$ cat src/rtl/i2cpm_pkg.sv
// Package: shared state encodings for the I2C paged memory target.
// Assumes: nothing beyond the importing modules.
package i2cpm_pkg;

    // Bus protocol state of the target
    typedef enum logic [3:0] {
        ST_IDLE,
        ST_CTRL,
        ST_CTRL_ACK,
        ST_ADDR,
        ST_ADDR_ACK,
        ST_WDATA,
        ST_WDATA_ACK,
        ST_RDATA,
        ST_RACK,
        ST_IGNORE
    } bus_state_t;

    // Phase of the page buffer commit engine
    typedef enum logic [1:0] {
        PH_IDLE,
        PH_SCAN,
        PH_HOLD
    } commit_phase_t;

endpackage

$ cat src/rtl/i2cpm_bus_sense.sv
// Module: i2cpm_bus_sense
// Synchronises SCL and SDA to clk and produces one-cycle pulses for SCL
// rising/falling edges and for Start/Stop conditions.
// Assumes: the bus is much slower than clk, SYNC_STAGES >= 2, and both lines
// idle high.
module i2cpm_bus_sense #(
    parameter int SYNC_STAGES = 2
) (
    input  logic clk,
    input  logic rst_n,
    input  logic scl_i,
    input  logic sda_i,
    output logic scl_s,
    output logic sda_s,
    output logic scl_rise,
    output logic scl_fall,
    output logic start_evt,
    output logic stop_evt
);

    logic [SYNC_STAGES-1:0] scl_pipe;
    logic [SYNC_STAGES-1:0] sda_pipe;
    logic                   scl_q;
    logic                   sda_q;

    // Purpose: synchroniser chains plus one-cycle history for edge detection
    always_ff @(posedge clk) begin
        if (!rst_n) begin
            scl_pipe <= '1;
            sda_pipe <= '1;
            scl_q    <= 1'b1;
            sda_q    <= 1'b1;
        end else begin
            scl_pipe <= {scl_pipe[SYNC_STAGES-2:0], scl_i};
            sda_pipe <= {sda_pipe[SYNC_STAGES-2:0], sda_i};
            scl_q    <= scl_pipe[SYNC_STAGES-1];
            sda_q    <= sda_pipe[SYNC_STAGES-1];
        end
    end

    assign scl_s     = scl_pipe[SYNC_STAGES-1];
    assign sda_s     = sda_pipe[SYNC_STAGES-1];
    assign scl_rise  = scl_s & ~scl_q;
    assign scl_fall  = ~scl_s & scl_q;
    assign start_evt = scl_s & scl_q & sda_q & ~sda_s;
    assign stop_evt  = scl_s & scl_q & ~sda_q & sda_s;

endmodule

$ cat src/rtl/i2cpm_mem_array.sv
// Module: i2cpm_mem_array
// Byte-wide storage with one synchronous write port and one asynchronous
// read port.
// Assumes: contents are not reset; readers only use locations already written.
module i2cpm_mem_array #(
    parameter int AW = 9
) (
    input  logic          clk,
    input  logic          we,
    input  logic [AW-1:0] waddr,
    input  logic [7:0]    wdata,
    input  logic [AW-1:0] raddr,
    output logic [7:0]    rdata
);

    localparam int DEPTH = 1 << AW;

    logic [7:0] cells [DEPTH];

    // Purpose: store one byte per write strobe
    always_ff @(posedge clk) begin
        if (we) begin
            cells[waddr] <= wdata;
        end
    end

    assign rdata = cells[raddr];

endmodule

$ cat src/rtl/i2cpm_page_buf.sv
// Module: i2cpm_page_buf
// Gathers written bytes in slots of one page. On commit_req it walks every
// slot once, emits a write for each filled slot, then holds busy for
// BUSY_CYCLES clocks to stand for the internal write cycle.
// Assumes: push and clear arrive only while not busy; page_base and
// commit_cfg are stable when commit_req pulses.
module i2cpm_page_buf
    import i2cpm_pkg::*;
#(
    parameter int PW          = 4,
    parameter int AW          = 9,
    parameter int BUSY_CYCLES = 300
) (
    input  logic             clk,
    input  logic             rst_n,
    input  logic             push,
    input  logic [PW-1:0]    push_slot,
    input  logic [7:0]       push_data,
    input  logic             clear,
    input  logic             commit_req,
    input  logic [AW-PW-1:0] page_base,
    input  logic             commit_cfg,
    output logic             busy,
    output logic             mem_we,
    output logic             cfg_we,
    output logic [AW-1:0]    wr_addr,
    output logic [7:0]       wr_data
);

    localparam int PAGE  = 1 << PW;
    localparam int BW    = $clog2(BUSY_CYCLES + 1);
    localparam int BASEW = AW - PW;

    commit_phase_t     phase;
    logic [7:0]        slot_data [PAGE];
    logic [PAGE-1:0]   slot_full;
    logic [PW-1:0]     scan;
    logic [BW-1:0]     hold_cnt;
    logic [BASEW-1:0]  base_q;
    logic              cfg_q;
    logic              emit;

    // Purpose: capture pushed bytes into their page slot
    always_ff @(posedge clk) begin
        if (push && phase == PH_IDLE) begin
            slot_data[push_slot] <= push_data;
        end
    end

    // Purpose: slot occupancy, commit walk and busy hold sequencing
    always_ff @(posedge clk) begin
        if (!rst_n) begin
            phase     <= PH_IDLE;
            slot_full <= '0;
            scan      <= '0;
            hold_cnt  <= '0;
            base_q    <= '0;
            cfg_q     <= 1'b0;
        end else begin
            case (phase)
                PH_IDLE: begin
                    if (clear) begin
                        slot_full <= '0;
                    end else if (push) begin
                        slot_full[push_slot] <= 1'b1;
                    end
                    if (commit_req) begin
                        base_q <= page_base;
                        cfg_q  <= commit_cfg;
                        scan   <= '0;
                        phase  <= PH_SCAN;
                    end
                end
                PH_SCAN: begin
                    slot_full[scan] <= 1'b0;
                    scan            <= scan + 1'b1;
                    if (scan == PW'(PAGE - 1)) begin
                        hold_cnt <= '0;
                        phase    <= PH_HOLD;
                    end
                end
                PH_HOLD: begin
                    hold_cnt <= hold_cnt + 1'b1;
                    if (hold_cnt == BW'(BUSY_CYCLES - 1)) begin
                        phase <= PH_IDLE;
                    end
                end
                default: phase <= PH_IDLE;
            endcase
        end
    end

    assign busy    = (phase != PH_IDLE);
    assign emit    = (phase == PH_SCAN) && slot_full[scan];
    assign mem_we  = emit && !cfg_q;
    assign cfg_we  = emit && cfg_q;
    assign wr_addr = {base_q, scan};
    assign wr_data = slot_data[scan];

    AST_COMMIT_HAS_DATA: assert property (@(posedge clk) disable iff (!rst_n)
        commit_req |-> (slot_full != '0));
    AST_NO_PUSH_WHEN_BUSY: assert property (@(posedge clk) disable iff (!rst_n)
        busy |-> !push);

endmodule

$ cat src/rtl/i2cpm_slave.sv
// Module: i2cpm_slave (top)
// I2C target for a 512-byte memory and NUM_CFG configuration registers.
// Decodes the control byte, loads the word address, gathers writes through
// the page buffer, and serves random and sequential reads.
// Assumes: SCL is slower than clk by at least 8x per phase; NUM_CFG is a power
// of two between 2 and 128; the ninth address bit travels in the control byte.
module i2cpm_slave
    import i2cpm_pkg::*;
#(
    parameter int         PW          = 4,
    parameter int         NUM_CFG     = 8,
    parameter int         BUSY_CYCLES = 300,
    parameter logic [3:0] MEM_CODE    = 4'b1010,
    parameter logic [3:0] CFG_CODE    = 4'b1011
) (
    input  logic                 clk,
    input  logic                 rst_n,
    input  logic                 scl_i,
    input  logic                 sda_i,
    output logic                 sda_oe_o,
    input  logic [1:0]           strap_ba_i,
    output logic [NUM_CFG*8-1:0] cfg_regs_o
);

    localparam int AW = 9;
    localparam int CW = $clog2(NUM_CFG);

    // bus sense outputs
    logic scl_s, sda_s, scl_rise, scl_fall, start_evt, stop_evt;

    // protocol state
    bus_state_t      state;
    logic [3:0]      bit_cnt;
    logic [7:0]      rx_sh;
    logic [7:0]      tx_sh;
    logic            oe;
    logic            rw_q;
    logic            cfg_sel;
    logic            a8_q;
    logic            nack_q;
    logic            pend;
    logic [AW-1:0]   ptr;
    logic [PW-1:0]   wr_slot;

    // buffer handshake
    logic            push_q, clear_q, commit_q;
    logic [PW-1:0]   push_slot_q;
    logic [7:0]      push_data_q;
    logic            busy, mem_we, cfg_we;
    logic [AW-1:0]   wr_addr;
    logic [7:0]      wr_data;

    // read path
    logic [7:0]      mem_rdata, cfg_rdata, rd_byte;
    logic [7:0]      cfg_q [NUM_CFG];

    logic            byte_done;
    logic [3:0]      ctl_code;
    logic            ctl_hit;

    i2cpm_bus_sense #(.SYNC_STAGES(2)) u_sense (
        .clk       (clk),
        .rst_n     (rst_n),
        .scl_i     (scl_i),
        .sda_i     (sda_i),
        .scl_s     (scl_s),
        .sda_s     (sda_s),
        .scl_rise  (scl_rise),
        .scl_fall  (scl_fall),
        .start_evt (start_evt),
        .stop_evt  (stop_evt)
    );

    i2cpm_page_buf #(.PW(PW), .AW(AW), .BUSY_CYCLES(BUSY_CYCLES)) u_buf (
        .clk        (clk),
        .rst_n      (rst_n),
        .push       (push_q),
        .push_slot  (push_slot_q),
        .push_data  (push_data_q),
        .clear      (clear_q),
        .commit_req (commit_q),
        .page_base  (ptr[AW-1:PW]),
        .commit_cfg (cfg_sel),
        .busy       (busy),
        .mem_we     (mem_we),
        .cfg_we     (cfg_we),
        .wr_addr    (wr_addr),
        .wr_data    (wr_data)
    );

    i2cpm_mem_array #(.AW(AW)) u_mem (
        .clk   (clk),
        .we    (mem_we),
        .waddr (wr_addr),
        .wdata (wr_data),
        .raddr (ptr),
        .rdata (mem_rdata)
    );

    assign byte_done = scl_fall && (bit_cnt == 4'd8);
    assign ctl_code  = rx_sh[7:4];
    assign ctl_hit   = ((ctl_code == MEM_CODE) || (ctl_code == CFG_CODE))
                       && (rx_sh[3:2] == strap_ba_i);
    assign cfg_rdata = (ptr[7:0] < 8'(NUM_CFG)) ? cfg_q[ptr[CW-1:0]] : 8'h00;
    assign rd_byte   = cfg_sel ? cfg_rdata : mem_rdata;
    assign sda_oe_o  = oe;

    // Purpose: configuration register bank, written by the commit walk
    always_ff @(posedge clk) begin
        if (!rst_n) begin
            for (int i = 0; i < NUM_CFG; i++) begin
                cfg_q[i] <= 8'h00;
            end
        end else if (cfg_we && (wr_addr[7:0] < 8'(NUM_CFG))) begin
            cfg_q[wr_addr[CW-1:0]] <= wr_data;
        end
    end

    for (genvar g = 0; g < NUM_CFG; g++) begin : g_cfg_out
        assign cfg_regs_o[g*8 +: 8] = cfg_q[g];
    end

    // Purpose: bus protocol engine (bytes in, bytes out, acknowledges, commit)
    always_ff @(posedge clk) begin
        if (!rst_n) begin
            state       <= ST_IDLE;
            bit_cnt     <= '0;
            rx_sh       <= '0;
            tx_sh       <= '0;
            oe          <= 1'b0;
            rw_q        <= 1'b0;
            cfg_sel     <= 1'b0;
            a8_q        <= 1'b0;
            nack_q      <= 1'b0;
            pend        <= 1'b0;
            ptr         <= '0;
            wr_slot     <= '0;
            push_q      <= 1'b0;
            clear_q     <= 1'b0;
            commit_q    <= 1'b0;
            push_slot_q <= '0;
            push_data_q <= '0;
        end else begin
            push_q   <= 1'b0;
            clear_q  <= 1'b0;
            commit_q <= 1'b0;
            if (busy) begin
                state <= ST_IGNORE;
                oe    <= 1'b0;
            end else if (start_evt) begin
                state   <= ST_CTRL;
                bit_cnt <= '0;
                oe      <= 1'b0;
                if (pend) begin
                    clear_q <= 1'b1;
                    pend    <= 1'b0;
                end
            end else if (stop_evt) begin
                state <= ST_IDLE;
                oe    <= 1'b0;
                if (pend) begin
                    // the Stop's own SCL rise counts as one sampled bit
                    if (state == ST_WDATA && bit_cnt <= 4'd1) begin
                        commit_q <= 1'b1;
                    end else begin
                        clear_q <= 1'b1;
                    end
                    pend <= 1'b0;
                end
            end else begin
                case (state)
                    ST_CTRL, ST_ADDR, ST_WDATA: begin
                        if (scl_rise) begin
                            rx_sh   <= {rx_sh[6:0], sda_s};
                            bit_cnt <= bit_cnt + 1'b1;
                        end else if (byte_done) begin
                            bit_cnt <= '0;
                            if (state == ST_CTRL) begin
                                if (ctl_hit) begin
                                    oe      <= 1'b1;
                                    state   <= ST_CTRL_ACK;
                                    rw_q    <= rx_sh[0];
                                    cfg_sel <= (ctl_code == CFG_CODE);
                                    if (!rx_sh[0]) begin
                                        a8_q <= rx_sh[1] && (ctl_code == MEM_CODE);
                                    end
                                end else begin
                                    state <= ST_IGNORE;
                                end
                            end else if (state == ST_ADDR) begin
                                ptr     <= {a8_q, rx_sh};
                                wr_slot <= rx_sh[PW-1:0];
                                oe      <= 1'b1;
                                state   <= ST_ADDR_ACK;
                            end else begin
                                push_q      <= 1'b1;
                                push_slot_q <= wr_slot;
                                push_data_q <= rx_sh;
                                wr_slot     <= wr_slot + 1'b1;
                                pend        <= 1'b1;
                                oe          <= 1'b1;
                                state       <= ST_WDATA_ACK;
                            end
                        end
                    end
                    ST_CTRL_ACK: begin
                        if (scl_fall) begin
                            bit_cnt <= '0;
                            if (rw_q) begin
                                tx_sh <= rd_byte;
                                oe    <= ~rd_byte[7];
                                state <= ST_RDATA;
                            end else begin
                                oe    <= 1'b0;
                                state <= ST_ADDR;
                            end
                        end
                    end
                    ST_ADDR_ACK, ST_WDATA_ACK: begin
                        if (scl_fall) begin
                            oe      <= 1'b0;
                            bit_cnt <= '0;
                            state   <= ST_WDATA;
                        end
                    end
                    ST_RDATA: begin
                        if (scl_rise) begin
                            bit_cnt <= bit_cnt + 1'b1;
                        end else if (scl_fall) begin
                            if (bit_cnt == 4'd8) begin
                                oe    <= 1'b0;
                                state <= ST_RACK;
                            end else begin
                                tx_sh <= {tx_sh[6:0], 1'b0};
                                oe    <= ~tx_sh[6];
                            end
                        end
                    end
                    ST_RACK: begin
                        if (scl_rise) begin
                            nack_q <= sda_s;
                            if (!sda_s) begin
                                ptr <= ptr + 1'b1;
                            end
                        end else if (scl_fall) begin
                            bit_cnt <= '0;
                            if (nack_q) begin
                                state <= ST_IGNORE;
                            end else begin
                                tx_sh <= rd_byte;
                                oe    <= ~rd_byte[7];
                                state <= ST_RDATA;
                            end
                        end
                    end
                    default: ;
                endcase
            end
        end
    end

    AST_OE_MOVES_SCL_LOW: assert property (@(posedge clk) disable iff (!rst_n)
        !$stable(oe) |-> !scl_s);
    AST_IGNORE_RELEASED: assert property (@(posedge clk) disable iff (!rst_n)
        (state == ST_IGNORE) |-> !oe);
    AST_QUIET_WHILE_BUSY: assert property (@(posedge clk) disable iff (!rst_n)
        busy |=> !sda_oe_o);

endmodule

$ cat config.mk
export PLATFORM = sky130hd
export DESIGN_NAME = i2cpm_slave
export DESIGN_NICKNAME = d
export VERILOG_FILES = /design/src/rtl/i2cpm_pkg.sv /design/src/rtl/i2cpm_bus_sense.sv /design/src/rtl/i2cpm_mem_array.sv /design/src/rtl/i2cpm_page_buf.sv /design/src/rtl/i2cpm_slave.sv
export SDC_FILE = /design/constraint.sdc
export NUM_CORES = 2
export LEC_CHECK = 0
export CORE_ASPECT_RATIO = 0.9
export CORE_UTILIZATION = 37
export DETAILED_ROUTE_END_ITERATION = 6
export PLACE_DENSITY_LB_ADDON = 0.1
export SLEW_MARGIN = 20
export SYNTH_ARGS = -nofsm -noshare
export SYNTH_HDL_FRONTEND = slang
export SYNTH_HIERARCHICAL = 1
export SYNTH_MEMORY_MAX_BITS = 65536
export SYNTH_SLANG_ARGS = --single-unit
$ cat constraint.sdc
create_clock -name clk -period 8.9 [get_ports clk]
set_input_delay 1.78 -clock clk [delete_from_list [all_inputs] [get_ports clk]]
set_output_delay 1.78 -clock clk [all_outputs]
set_load 0.03 [all_outputs]
==> results.yml <==
yosys:
  ys_warn_count: 6
  netlist_instances: 9081
  synthFlopType: "edfxtp_1"
  netlist_area_mm2: 0.173
  ys_ff_latch: 4395
  synth_fp_nets: 9097
  synth_edf_count: 4288
  synth.yosys.seq_area_share: 0.757
  syn_avg_cell_area_um2: 19.1
  synthArstFlopShare: 0
  synth.distinct_cells: 89
power:
  seq_power_share: 0.507
  vdd_drop_max_v: 0.000184
  internal-power_w: 0.0344
  power_w: 0.0443
  switching_power_w: 0.00991
  leakage_nw: 56.9
  combPwrFrac: 0.063
  switching_share: 0.224
  powerDensity_mw_per_mm2: 227
  p_clk_frac: 0.430
worst_setup_path:
  cp_max_fo: 40
  critPathBufInv: 3
  cp.required_ns: 9.84
  path_cells: "buf_4 > buf_4 > mux2i_1 > o221ai_1 > a21oi_1 > nor4_1 > nand4_1 > nor4_1 > o2111a_1 > inv_1 > o221ai_1 > a32o_1"
  crit_path_top_delay_cell: "dfxtp_4"
  critPathKind: "reg2reg"
  critical_path.top_delay_family: "simple AND/OR/NAND/NOR gates"
  cp.arrival_ns: 6.69
  max_stage_delay_ns: 1.09
  end_kind: "register"
  startpoint_type: "register"
placed_design:
  dp.cells: 14983
  place.gp.congestion: 0.822
  dp_hpwl_um: 300000
  io_buffers: 70
route:
  num_vias: 89941
  wire_per_inst_um: 31.7
  ant_nets: 0
  wl_um: 503000
  drcViolationCount: 0
  dr.pass1.iters: 5
  routed_via_density: 5.68
  drt_iter0_drc: 9015
flow_run:
  drv_cap: 0
floorplan:
  initial_core_util: 0.373
  die_h_um: 651
  die_w_um: 723
  core.rowCount: 237
  die-area_mm2: 0.470
  ios: 71
  core_mm2: 0.464
cts:
  clkTransAtPathRegs_ns: 0.06
  cts_tree: "built"
  worstSkewPairLatency_ns: 1.01
  cts.repair.resized: 0
  post_cts.repair.setup_buffers: 0
  cts_root_buffer: "clkbuf_16"
  clock-sinks: 4395
  clock_path_buffers: 4
  h-tree-depth: 5
  numCtsBuffers: 460
  holdBufCountCts: 0
grt:
  grt_pass1_wl_um: 707000
  grt_max_degree: 175
  grt_pass1_vias: 90005
  grt_use_met3: 0.0279
  grt_overflow: 0
  gr-max-usage-layer: "met2"
  grt_util_met1: 0.310
  antenna_found_initial: 20
  gr-usage-met2: 0.329
  grt_use_total: 0.209
sta:
  relSlewSlack: 0.148
  hold_ws_ns: 0.428
  timing_max_transition_violations_final: 0
  setup_tns_ns: 0
  clock.fmax_mhz: 174
  hold_violations: 0
  rsz0062_at_grt: "no"
  setup_viol: 0
  worst_pin_slew_ns: 1.28
  fin_crit_sh: 0.645
  period_minus_slack_ns: 5.74
  clock_skew_ns: 0.0485
worst_hold_path:
  hp-class: "reg2reg"
layout:
  final_cell_count_no_fill: 15840
  drive_gt1_frac: 0.168
  syn_to_final_growth_pct: 13.0
  mostFrequentLayoutCell: "edfxtp_1"
  final_nets: 9248
  final_util: 0.421
  final_cell_mix: "edfxtp_1 (4288), mux2i_1 (838), mux4_2 (702), nor2_1 (675), clkbuf_16 (471)"
status:
  outcome: "finished, final reports clean"
==> power by group through the flow <==
stage,Clock (W),Combinational [W],Sequential (W)
finish,0.0191,0.00279,0.0225
global route,0.0202,0.00291,0.0224
detailed placement,0,0.00280,0.0229
CTS,0.0195,0.00281,0.0225
floorplan,0,0.00181,0.0229
global placement,0,0.00281,0.0229
==> stage by stage <==
step                      area (um^2)  setup slack, ns
after floorplan                173000            0.288
after global placement         180000             2.48
after detailed placement       181000             3.13
after CTS                      195000             3.12
after global routing           195000             2.95
final                          195000             3.16
==> state kept, by name (all words and copies together), names as in the netlist, 2 cells and up, named ones only <==
register          cells
u_buf/phase           2
u_buf/hold_cnt        9
wr_slot               4
u_sense/scl_pipe      2
state                 4
u_buf/slot_full      16
u_sense/sda_pipe      2
u_buf/scan            4
u_buf/base_q          5
bit_cnt               4
rx_sh                 8
cfg_q                64
tx_sh                 7
u_mem/cells        4096
push_data_q           8
push_slot_q           4
u_buf/slot_data     128
ptr                   9
==> final cells by class <==
type                            count  area [um^2]
Tap cell                         6214         7770
Sequential cell                  4395       131000
Fill cell                       40795       269000
Timing Repair Buffer              256         2570
Inverter                           24         98.8
Multi-Input combinational cell   4095        39200
Clock buffer                      576        12300
Antenna cell                        9         22.5
Clock inverter                    271         2590
==> kinds of logic after synthesis <==
| group | after synthesis | share of synthesized area |
|---|---|---|
| and+or+nand+nor | 1379 | 0.0368 |
| adders and majority gates | 10 | 0.000723 |
| muxes | 1541 | 0.140 |
| AOI/OAI and AO/OA | 1161 | 0.0468 |
| buffers and inverters | 591 | 0.0190 |
| DFF | 4395 | 0.757 |
| xor gates and xnor gates | 4 | 0.000202 |
==> cell usage after synthesis (5+ instances only) <==
master       n  area share
o311ai_0     7     0.00035
dfxtp_1    107       0.012
clkbuf_1   293      0.0064
nand2b_1    30      0.0011
nor3_1     140      0.0040
nand3b_1     7     0.00030
nor2b_1     23     0.00083
edfxtp_1  4288        0.74
and2_1      87      0.0031
a31oi_1      9     0.00033
nor3b_1     16     0.00069
o41ai_1      9     0.00046
nor4_1      39      0.0014
o21a_1       6     0.00026
o31ai_1     15     0.00065
a21boi_0     6     0.00026
mux2i_1    838       0.048
buf_1       46      0.0010
buf_6       66      0.0043
nand4b_1     7     0.00035
buf_12       5     0.00058
and3_1      13     0.00047
buf_2       75      0.0022
o2111a_1     9     0.00059
ha_1        10     0.00072
and3b_1      7     0.00035
o22ai_1    164      0.0059
or2_2        5     0.00018
inv_1       21     0.00046
or3_1       11     0.00040
mux4_2     702       0.091
nand4_1     40      0.0014
buf_8       11     0.00095
nand2_1    190      0.0041
a21oi_1    254      0.0073
a211oi_1    21     0.00091
a32o_1       7     0.00040
buf_4       71      0.0031
a22o_1       8     0.00040
o21ai_0    154      0.0045
o221ai_1   377       0.019
nand3_1     61      0.0018
a22oi_1     78      0.0034
nor2_1     678       0.015
==> layer usage <==
metal | wire [um] | up-vias | share of wire
li1 | - | 37820 | -
met1 | 229000 | 48748 | 0.46
met2 | 234000 | 2790 | 0.47
met3 | 28400 | 583 | 0.057
met4 | 10900 | 0 | 0.022
met5 | 0 | - | 0
==> final timing paths <==
| check | end | from | slack (ns) | cells after the start |
|---|---|---|---|---|
| max | tx_sh[3]$_SDFFE_PN0P_ | ptr[0]$_SDFFE_PN0P_ | 3.16 | 12 |
| min | u_sense/scl_pipe[1]$_SDFF_PN1_ | u_sense/scl_pipe[0]$_SDFF_PN1_ | 0.43 | 1 |
| max reg2reg | tx_sh[3]$_SDFFE_PN0P_ | ptr[0]$_SDFFE_PN0P_ | 3.16 | 12 |
| min reg2reg | u_sense/scl_pipe[1]$_SDFF_PN1_ | u_sense/scl_pipe[0]$_SDFF_PN1_ | 0.43 | 1 |
Note: power is estimated with default switching activity, not from simulation.
